===== src/rtl/xmc_pkg.sv =====
package xmc_pkg;

  typedef enum logic [1:0] {
    ST_IDLE  = 2'd0,
    ST_RUN   = 2'd1,
    ST_DRAIN = 2'd2,
    ST_DONE  = 2'd3
  } run_st_e;

endpackage


===== src/rtl/xmc_mask_table.sv =====
module xmc_mask_table #(
  parameter int NOUT    = 8,
  parameter int PAT_W   = 4,
  parameter int BIT_W   = 4,
  parameter int LFSR_W  = 8,
  parameter int ENTRIES = 4,
  localparam int SEL_W  = (ENTRIES > 1) ? $clog2(ENTRIES) : 1,
  localparam int NALL   = 1 << PAT_W
) (
  input  logic              clk,
  input  logic              rst_n,
  input  logic              wr,
  input  logic [SEL_W-1:0]  sel,
  input  logic              e_vld,
  input  logic [PAT_W-1:0]  e_pat,
  input  logic [BIT_W-1:0]  e_bit,
  input  logic [LFSR_W-1:0] e_lcare,
  input  logic [LFSR_W-1:0] e_lval,
  input  logic [NOUT-1:0]   e_omask,
  input  logic              all_wr,
  input  logic [PAT_W-1:0]  all_pat,
  input  logic              all_set,
  input  logic [PAT_W-1:0]  look_pat,
  input  logic [BIT_W-1:0]  look_bit,
  input  logic [LFSR_W-1:0] look_lfsr,
  output logic [NOUT-1:0]   mask,
  output logic              all_hit
);

  logic              ent_vld   [ENTRIES];
  logic [PAT_W-1:0]  ent_pat   [ENTRIES];
  logic [BIT_W-1:0]  ent_bit   [ENTRIES];
  logic [LFSR_W-1:0] ent_lcare [ENTRIES];
  logic [LFSR_W-1:0] ent_lval  [ENTRIES];
  logic [NOUT-1:0]   ent_omask [ENTRIES];
  logic [NALL-1:0]   all_flags;
  logic [NOUT-1:0]   hit_mask  [ENTRIES];

  for (genvar g = 0; g < ENTRIES; g++) begin : g_ent
    always_ff @(posedge clk or negedge rst_n) begin
      if (!rst_n) begin
        ent_vld[g]   <= 1'b0;
        ent_pat[g]   <= '0;
        ent_bit[g]   <= '0;
        ent_lcare[g] <= '0;
        ent_lval[g]  <= '0;
        ent_omask[g] <= '0;
      end else if (wr && (sel == SEL_W'(g))) begin
        ent_vld[g]   <= e_vld;
        ent_pat[g]   <= e_pat;
        ent_bit[g]   <= e_bit;
        ent_lcare[g] <= e_lcare;
        ent_lval[g]  <= e_lval;
        ent_omask[g] <= e_omask;
      end
    end

    logic state_ok;
    logic match;
    assign state_ok    = ((look_lfsr ^ ent_lval[g]) & ent_lcare[g]) == '0;
    assign match       = ent_vld[g] && (ent_pat[g] == look_pat) &&
                         (ent_bit[g] == look_bit) && state_ok;
    assign hit_mask[g] = match ? ent_omask[g] : '0;
  end

  always_ff @(posedge clk or negedge rst_n) begin
    if (!rst_n) begin
      all_flags <= '0;
    end else if (all_wr) begin
      all_flags[all_pat] <= all_set;
    end
  end

  always_comb begin
    logic [NOUT-1:0] acc;
    acc = '0;
    for (int i = 0; i < ENTRIES; i++) begin
      acc = acc | hit_mask[i];
    end
    all_hit = all_flags[look_pat];
    mask    = all_hit ? '1 : acc;
  end

endmodule


===== src/rtl/xmc_misr.sv =====
module xmc_misr #(
  parameter int             W    = 8,
  parameter logic [W-1:0]   POLY = 8'h1D
) (
  input  logic         clk,
  input  logic         rst_n,
  input  logic         clear,
  input  logic         load,
  input  logic [W-1:0] din,
  output logic [W-1:0] sig
);

  logic [W-1:0] fb;
  logic [W-1:0] nxt;

  assign fb  = sig[W-1] ? POLY : '0;
  assign nxt = {sig[W-2:0], 1'b0} ^ fb ^ din;

  always_ff @(posedge clk or negedge rst_n) begin
    if (!rst_n) begin
      sig <= '0;
    end else if (clear) begin
      sig <= '0;
    end else if (load) begin
      sig <= nxt;
    end
  end

  AST_CLEAR_ZERO: assert property (@(posedge clk) disable iff (!rst_n)
    clear |=> (sig == '0));

  AST_HOLD_IDLE: assert property (@(posedge clk) disable iff (!rst_n)
    (!clear && !load) |=> $stable(sig));

endmodule


===== src/rtl/xmc_run_ctrl.sv =====
module xmc_run_ctrl
  import xmc_pkg::*;
#(
  parameter int PAT_W    = 4,
  parameter int BIT_W    = 4,
  parameter int NUM_PAT  = 4,
  parameter int NUM_BITS = 4
) (
  input  logic             clk,
  input  logic             rst_n,
  input  logic             start,
  input  logic             take,
  input  logic [PAT_W-1:0] pat,
  input  logic [BIT_W-1:0] bitn,
  output logic             ready,
  output logic             clear,
  output logic             last_take,
  output logic             done
);

  localparam logic [PAT_W-1:0] LAST_PAT = PAT_W'(NUM_PAT - 1);
  localparam logic [BIT_W-1:0] LAST_BIT = BIT_W'(NUM_BITS - 1);

  run_st_e st;
  run_st_e st_nxt;

  assign clear     = start && ((st == ST_IDLE) || (st == ST_DONE));
  assign last_take = take && (pat == LAST_PAT) && (bitn == LAST_BIT);
  assign ready     = (st == ST_RUN);
  assign done      = (st == ST_DONE);

  always_comb begin
    st_nxt = st;
    unique case (st)
      ST_IDLE:  if (clear) st_nxt = ST_RUN;
      ST_RUN:   if (last_take) st_nxt = ST_DRAIN;
      ST_DRAIN: st_nxt = ST_DONE;
      ST_DONE:  if (clear) st_nxt = ST_RUN;
      default:  st_nxt = ST_IDLE;
    endcase
  end

  always_ff @(posedge clk or negedge rst_n) begin
    if (!rst_n) st <= ST_IDLE;
    else        st <= st_nxt;
  end

  AST_DONE_NO_READY: assert property (@(posedge clk) disable iff (!rst_n)
    done |-> !ready);

  AST_LAST_DROPS_READY: assert property (@(posedge clk) disable iff (!rst_n)
    last_take |=> !ready);

  AST_START_IGNORED_RUN: assert property (@(posedge clk) disable iff (!rst_n)
    (ready && start && !last_take) |=> ready);

endmodule


===== src/rtl/xmc_compactor.sv =====
module xmc_compactor #(
  parameter int               NOUT     = 8,
  parameter int               PAT_W    = 4,
  parameter int               BIT_W    = 4,
  parameter int               LFSR_W   = 8,
  parameter int               ENTRIES  = 4,
  parameter int               NUM_PAT  = 4,
  parameter int               NUM_BITS = 4,
  parameter logic [NOUT-1:0]  POLY     = 8'h1D,
  localparam int              SEL_W    = (ENTRIES > 1) ? $clog2(ENTRIES) : 1
) (
  input  logic              clk,
  input  logic              rst_n,
  input  logic              start,
  input  logic              resp_valid,
  output logic              resp_ready,
  input  logic [NOUT-1:0]   resp_data,
  input  logic [PAT_W-1:0]  pat_cnt,
  input  logic [BIT_W-1:0]  bit_cnt,
  input  logic [LFSR_W-1:0] lfsr_state,
  input  logic              tbl_wr,
  input  logic [SEL_W-1:0]  tbl_sel,
  input  logic              tbl_vld,
  input  logic [PAT_W-1:0]  tbl_pat,
  input  logic [BIT_W-1:0]  tbl_bit,
  input  logic [LFSR_W-1:0] tbl_lcare,
  input  logic [LFSR_W-1:0] tbl_lval,
  input  logic [NOUT-1:0]   tbl_omask,
  input  logic              all_wr,
  input  logic [PAT_W-1:0]  all_pat,
  input  logic              all_set,
  output logic              done,
  output logic [NOUT-1:0]   signature
);

  logic            take;
  logic            clear;
  logic            last_take;
  logic [NOUT-1:0] mask;
  logic            all_hit;
  logic            s1_vld;
  logic [NOUT-1:0] s1_data;

  assign take = resp_valid && resp_ready;

  xmc_run_ctrl #(
    .PAT_W(PAT_W), .BIT_W(BIT_W), .NUM_PAT(NUM_PAT), .NUM_BITS(NUM_BITS)
  ) u_ctrl (
    .clk(clk), .rst_n(rst_n), .start(start), .take(take),
    .pat(pat_cnt), .bitn(bit_cnt),
    .ready(resp_ready), .clear(clear), .last_take(last_take), .done(done)
  );

  xmc_mask_table #(
    .NOUT(NOUT), .PAT_W(PAT_W), .BIT_W(BIT_W), .LFSR_W(LFSR_W), .ENTRIES(ENTRIES)
  ) u_tbl (
    .clk(clk), .rst_n(rst_n),
    .wr(tbl_wr), .sel(tbl_sel), .e_vld(tbl_vld), .e_pat(tbl_pat),
    .e_bit(tbl_bit), .e_lcare(tbl_lcare), .e_lval(tbl_lval), .e_omask(tbl_omask),
    .all_wr(all_wr), .all_pat(all_pat), .all_set(all_set),
    .look_pat(pat_cnt), .look_bit(bit_cnt), .look_lfsr(lfsr_state),
    .mask(mask), .all_hit(all_hit)
  );

  always_ff @(posedge clk or negedge rst_n) begin
    if (!rst_n) begin
      s1_vld  <= 1'b0;
      s1_data <= '0;
    end else begin
      s1_vld <= take;
      if (take) s1_data <= resp_data | mask;
    end
  end

  xmc_misr #(.W(NOUT), .POLY(POLY)) u_misr (
    .clk(clk), .rst_n(rst_n), .clear(clear), .load(s1_vld),
    .din(s1_data), .sig(signature)
  );

  AST_MASK_ALL: assert property (@(posedge clk) disable iff (!rst_n)
    (take && all_hit) |=> (s1_data == '1));

  AST_PASS_UNMASKED: assert property (@(posedge clk) disable iff (!rst_n)
    (take && (mask == '0)) |=> (s1_data == $past(resp_data)));

  AST_SIG_FROZEN: assert property (@(posedge clk) disable iff (!rst_n)
    (done && !start) |=> $stable(signature));

  AST_LAST_SETS_DONE: assert property (@(posedge clk) disable iff (!rst_n)
    last_take |=> ##1 done);

endmodule


===== config.mk =====
export PLATFORM = sky130hd
export DESIGN_NAME = xmc_compactor
export DESIGN_NICKNAME = d
export VERILOG_FILES = /design/src/rtl/xmc_pkg.sv /design/src/rtl/xmc_mask_table.sv /design/src/rtl/xmc_misr.sv /design/src/rtl/xmc_run_ctrl.sv /design/src/rtl/xmc_compactor.sv
export SDC_FILE = /design/constraint.sdc
export NUM_CORES = 1
export LEC_CHECK = 0
export ABC_CLOCK_PERIOD_IN_PS = 2200
export BUFFER_PORTS_ARGS = -buffer_cell sky130_fd_sc_hd__buf_2
export CAP_MARGIN = 20
export CORE_ASPECT_RATIO = 1.2
export CORE_MARGIN = 4
export CORE_UTILIZATION = 45
export CTS_BUF_LIST = sky130_fd_sc_hd__clkbuf_8
export DETAILED_ROUTE_END_ITERATION = 10
export SYNTH_ARGS = -nofsm -noshare
export SYNTH_HDL_FRONTEND = slang
export SYNTH_SLANG_ARGS = --single-unit

===== constraint.sdc =====
create_clock -name clk -period 2.2 [get_ports clk]
set_clock_uncertainty 0.15 [all_clocks]
set_input_delay 0.44 -clock clk [delete_from_list [all_inputs] [get_ports clk]]
set_output_delay 0.44 -clock clk [all_outputs]
set_load 0.01 [all_outputs]

==> results.md <==
* average routed wire per standard cell: 19.0 um
* GRT Util Overall: 0.185
* result of the run: finished clean
* switching part of the total: 0.293
* register clock-pin slew on the reported worst setup and hold paths: 0.09 ns
* Max-Cap Viols: 0
* die height: 150 um
* switching power: 2450 uW
* total inserted antenna cells: 0
* placed instance count: 843
* combinational share of power: 0.239
* number of register bits inferred by synthesis: 167
* final weighted congestion in routability-driven placement: 0.769
* Async SR Flop Fraction: 1.00
* normalized max-slew margin: 0.629
* power per standard cell area: 947 mW/mm^2
* die span in x: 127 um
* fraction of final layout cells with drive strength greater than 1: 0.443
* final instance count without filler cells: 875
* H-Tree Level Count: 4
* path type of the worst setup path: flop to flop
* insertion delay to the later sink of the worst-skew pair: 0.45 ns
* count of nets after finishing: 724
* Distinct cells, synth: 37
* Synth Instances: 551
* CTS tree: yes
* clk root buf: clkbuf_8
* sequential cell fraction of total power: 0.505
* Post-synth EDFFs: 0
* pin count of the biggest net entering global routing: 55
* sort of element at the end of the critical path: flop
* final setup violation count: 0
* Final Hold Fails: 0
* proportion of power drawn by the clock network: 0.256
* maximum fanout count along the critical path: 8
* Congestion Overflow GR: 0
* sequential element share of the synthesized area: 0.551
* HPWL after DPL: 11700 um
* worst-margin pin slew: 0.556 ns
* number of design-rule violations left by the first detailed-router iteration: 224
* Initial Util: 0.463
* Max Transition Viols Final: 0
* post-synthesis instance area: 0.00758 mm^2
* minimum period implied by the final worst setup slack: 2.06 ns
* Synthesized Nets: 624
* number of buffers between clock root and the deepest sink: 2
* wirelength, routed: 16600 um
* TritonCTS Buffers: 17
* vias in the first global route: 5276
* wire length of the first global-routing pass: 27300 um
* core area: 0.0164 mm^2
* Critical Path Start Type: flop
* total die area: 0.0190 mm^2
* number of port buffers: 79
* post-synthesis area per instance: 13.8 um^2
* highest achievable clock rate: 0.485 GHz
* top_reg_cell synth: dfrtp_1
* Core Rows: 51
* Remaining DRCs: 0
* arrival time at the worst endpoint: 2.29 ns
* Max rail drop VDD: 0.000355 V
* Worst EP required: 2.43 ns
* routed vias: 4746
* Final Cycle Share: 0.937
* count of yosys warnings during synthesis: 0
* setup repair after global routing missed its margin: false
* average via count per standard cell: 5.42
* clock sink count: 167
* Top Ports: 80
* cell internal pwr: 5920 uW
* hold slack: 0.101 ns
* number of antenna violations at the first check in global routing: 1
* area grow syn2layout: 16.6%
* min-delay worst type: input port to flop
* Antenna Nets Post-Route: 0
* LEAKAGE: 0.00387 uW
* number of iterations in the first detailed-routing pass: 6
==> critical path, stage by stage, from the launching register on <==
cell and delay, ns:
dfrtp_1 0.40, xor2_1 0.18, nor4_2 0.33, buf_4 0.16
nand4_1 0.16, nor3_2 0.18, buf_4 0.19, a222oi_1 0.09
a21oi_1 0.15
==> final timing paths <==
check | startpoint | slack, ns | cells past startpoint | to
max reg2reg | u_tbl.ent_bit[14] | 0.14 | 8 | s1_data[0]
min in group asynchronous | rst_n | 0.36 | 2 | u_tbl.ent_omask[29]
max | u_tbl.ent_bit[14] | 0.14 | 8 | s1_data[0]
max in group asynchronous | rst_n | 0.90 | 3 | u_tbl.ent_lcare[31]
min | resp_data[4] | 0.10 | 3 | s1_data[4]
min reg2reg | u_tbl.all_flags[15] | 0.36 | 1 | u_tbl.all_flags[15]
==> sequential cells by signal, indices dropped and copies added, names as in the netlist <==
name             cells
u_tbl.ent_omask     32
s1_data              8
u_tbl.ent_vld        4
u_tbl.all_flags     16
s1_vld               1
u_tbl.ent_bit       16
u_tbl.ent_pat       16
u_misr.sig           8
u_ctrl.st            2
u_tbl.ent_lval      32
u_tbl.ent_lcare     32
==> power by group through the flow <==
stage	combinational [uW]	sequential, uW	clock, uW
floorplan	1390	4180	0
global placement	1970	4260	0
detailed placement	2020	4290	0
CTS	2040	4230	2220
global route	2220	4310	2370
finish	2000	4230	2140
==> metal layers <==
metal	share of wire	GRT usage	up-vias	wire length (um)
met5	0.00078	0	-	13
li1	-	-	2189	-
met2	0.49	0.301	101	8070
met3	0.039	0.0387	31	640
met4	0.024	0.0714	2	407
met1	0.45	0.245	2423	7480
==> synth_stat cells (2+ instances only) <==
master | n | area, um^2
inv_1 | 2 | 7.51
a211oi_1 | 8 | 60.1
mux2i_1 | 8 | 80.1
a22o_1 | 8 | 70.1
nor2_1 | 19 | 71.3
nand2b_1 | 3 | 18.8
dfrtp_1 | 167 | 4180
nor4_1 | 4 | 25.0
nand4_1 | 5 | 31.3
nor3b_1 | 2 | 15.0
nand3_1 | 11 | 55.1
a222oi_1 | 12 | 120
nand2_1 | 9 | 33.8
ha_1 | 3 | 37.5
nand3b_1 | 6 | 45.0
clkbuf_1 | 22 | 82.6
a21oi_1 | 10 | 50.1
nor3_2 | 3 | 30.0
xor2_1 | 53 | 464
a22oi_1 | 8 | 60.1
xnor2_1 | 22 | 193
mux4_2 | 2 | 45.0
mux2_2 | 148 | 1670
nor3_1 | 3 | 15.0
==> repair_timing <==
action	CTS	global route
gates resized for setup	0	1
setup endpoints to repair	0	8
endpoints found under the hold margin	50	0
hold buffers	1	0
setup buffers	0	0
==> cell type report <==
type	instances	area, um^2
repair buffers	107	714
flip-flops and latches	167	4180
well taps	212	265
fillers	1405	7560
multi-input cells	356	3290
inverters	2	7.51
clock inverters	11	108
clock buffers	20	275
==> logic make-up (layout without fill, tap and decap cells) <==
group | Yosys count | after routing | synth area share
and+or+nand+nor | 69 | 69 | 0.0503
muxes | 158 | 158 | 0.236
DFF | 167 | 167 | 0.551
adders and majority gates | 3 | 3 | 0.00495
xor gates and xnor gates | 75 | 75 | 0.0866
buffers and inverters | 28 | 140 | 0.0172
AOI/OAI and AO/OA | 51 | 51 | 0.0538
==> metrics by stage <==
stage / utilization / instance area, um^2 / setup slack, ns / setup TNS [ns] / power [uW]
6_report: 0.539 / 8840 / 0.139 / 0 / 8370
4_1_cts: 0.539 / 8830 / 0.0606 / 0 / 8490
2_1_floorplan: - / 7580 / 0.130 / 0 / 5570
5_1_grt: 0.539 / 8840 / 0.0389 / 0 / 8900
3_3_place_gp: 0.515 / 8440 / -0.104 / -0.780 / 6220
3_5_place_dp: 0.515 / 8440 / -0.125 / -0.905 / 6310
==> layout by cell type, fill, tap and decap left out, types with 3 or more instances in the layout <==
| cell | Yosys | final |
|---|---|---|
| dfrtp_1 | 167 | 167 |
| mux2_2 | 148 | 148 |
| buf_2 | 1 | 78 |
| xor2_1 | 53 | 53 |
| xnor2_1 | 22 | 22 |
| clkbuf_8 | 0 | 20 |
| nor2_1 | 19 | 19 |
| buf_4 | 0 | 19 |
| a222oi_1 | 12 | 12 |
| nand3_1 | 11 | 10 |
| a21oi_1 | 10 | 10 |
| nand2_1 | 9 | 9 |
| a22oi_1 | 8 | 8 |
| mux2i_1 | 8 | 8 |
| a211oi_1 | 8 | 8 |
| a22o_1 | 8 | 8 |
| buf_12 | 1 | 8 |
| nand3b_1 | 6 | 6 |
| nand4_1 | 5 | 5 |
| clkinv_2 | 0 | 5 |
| inv_1 | 2 | 4 |
| nor4_1 | 4 | 3 |
| nor3_2 | 3 | 3 |
| nand2b_1 | 3 | 3 |
| nor3_1 | 3 | 3 |
| ha_1 | 3 | 3 |
No activity file was read; power rests on OpenSTA's default activity.
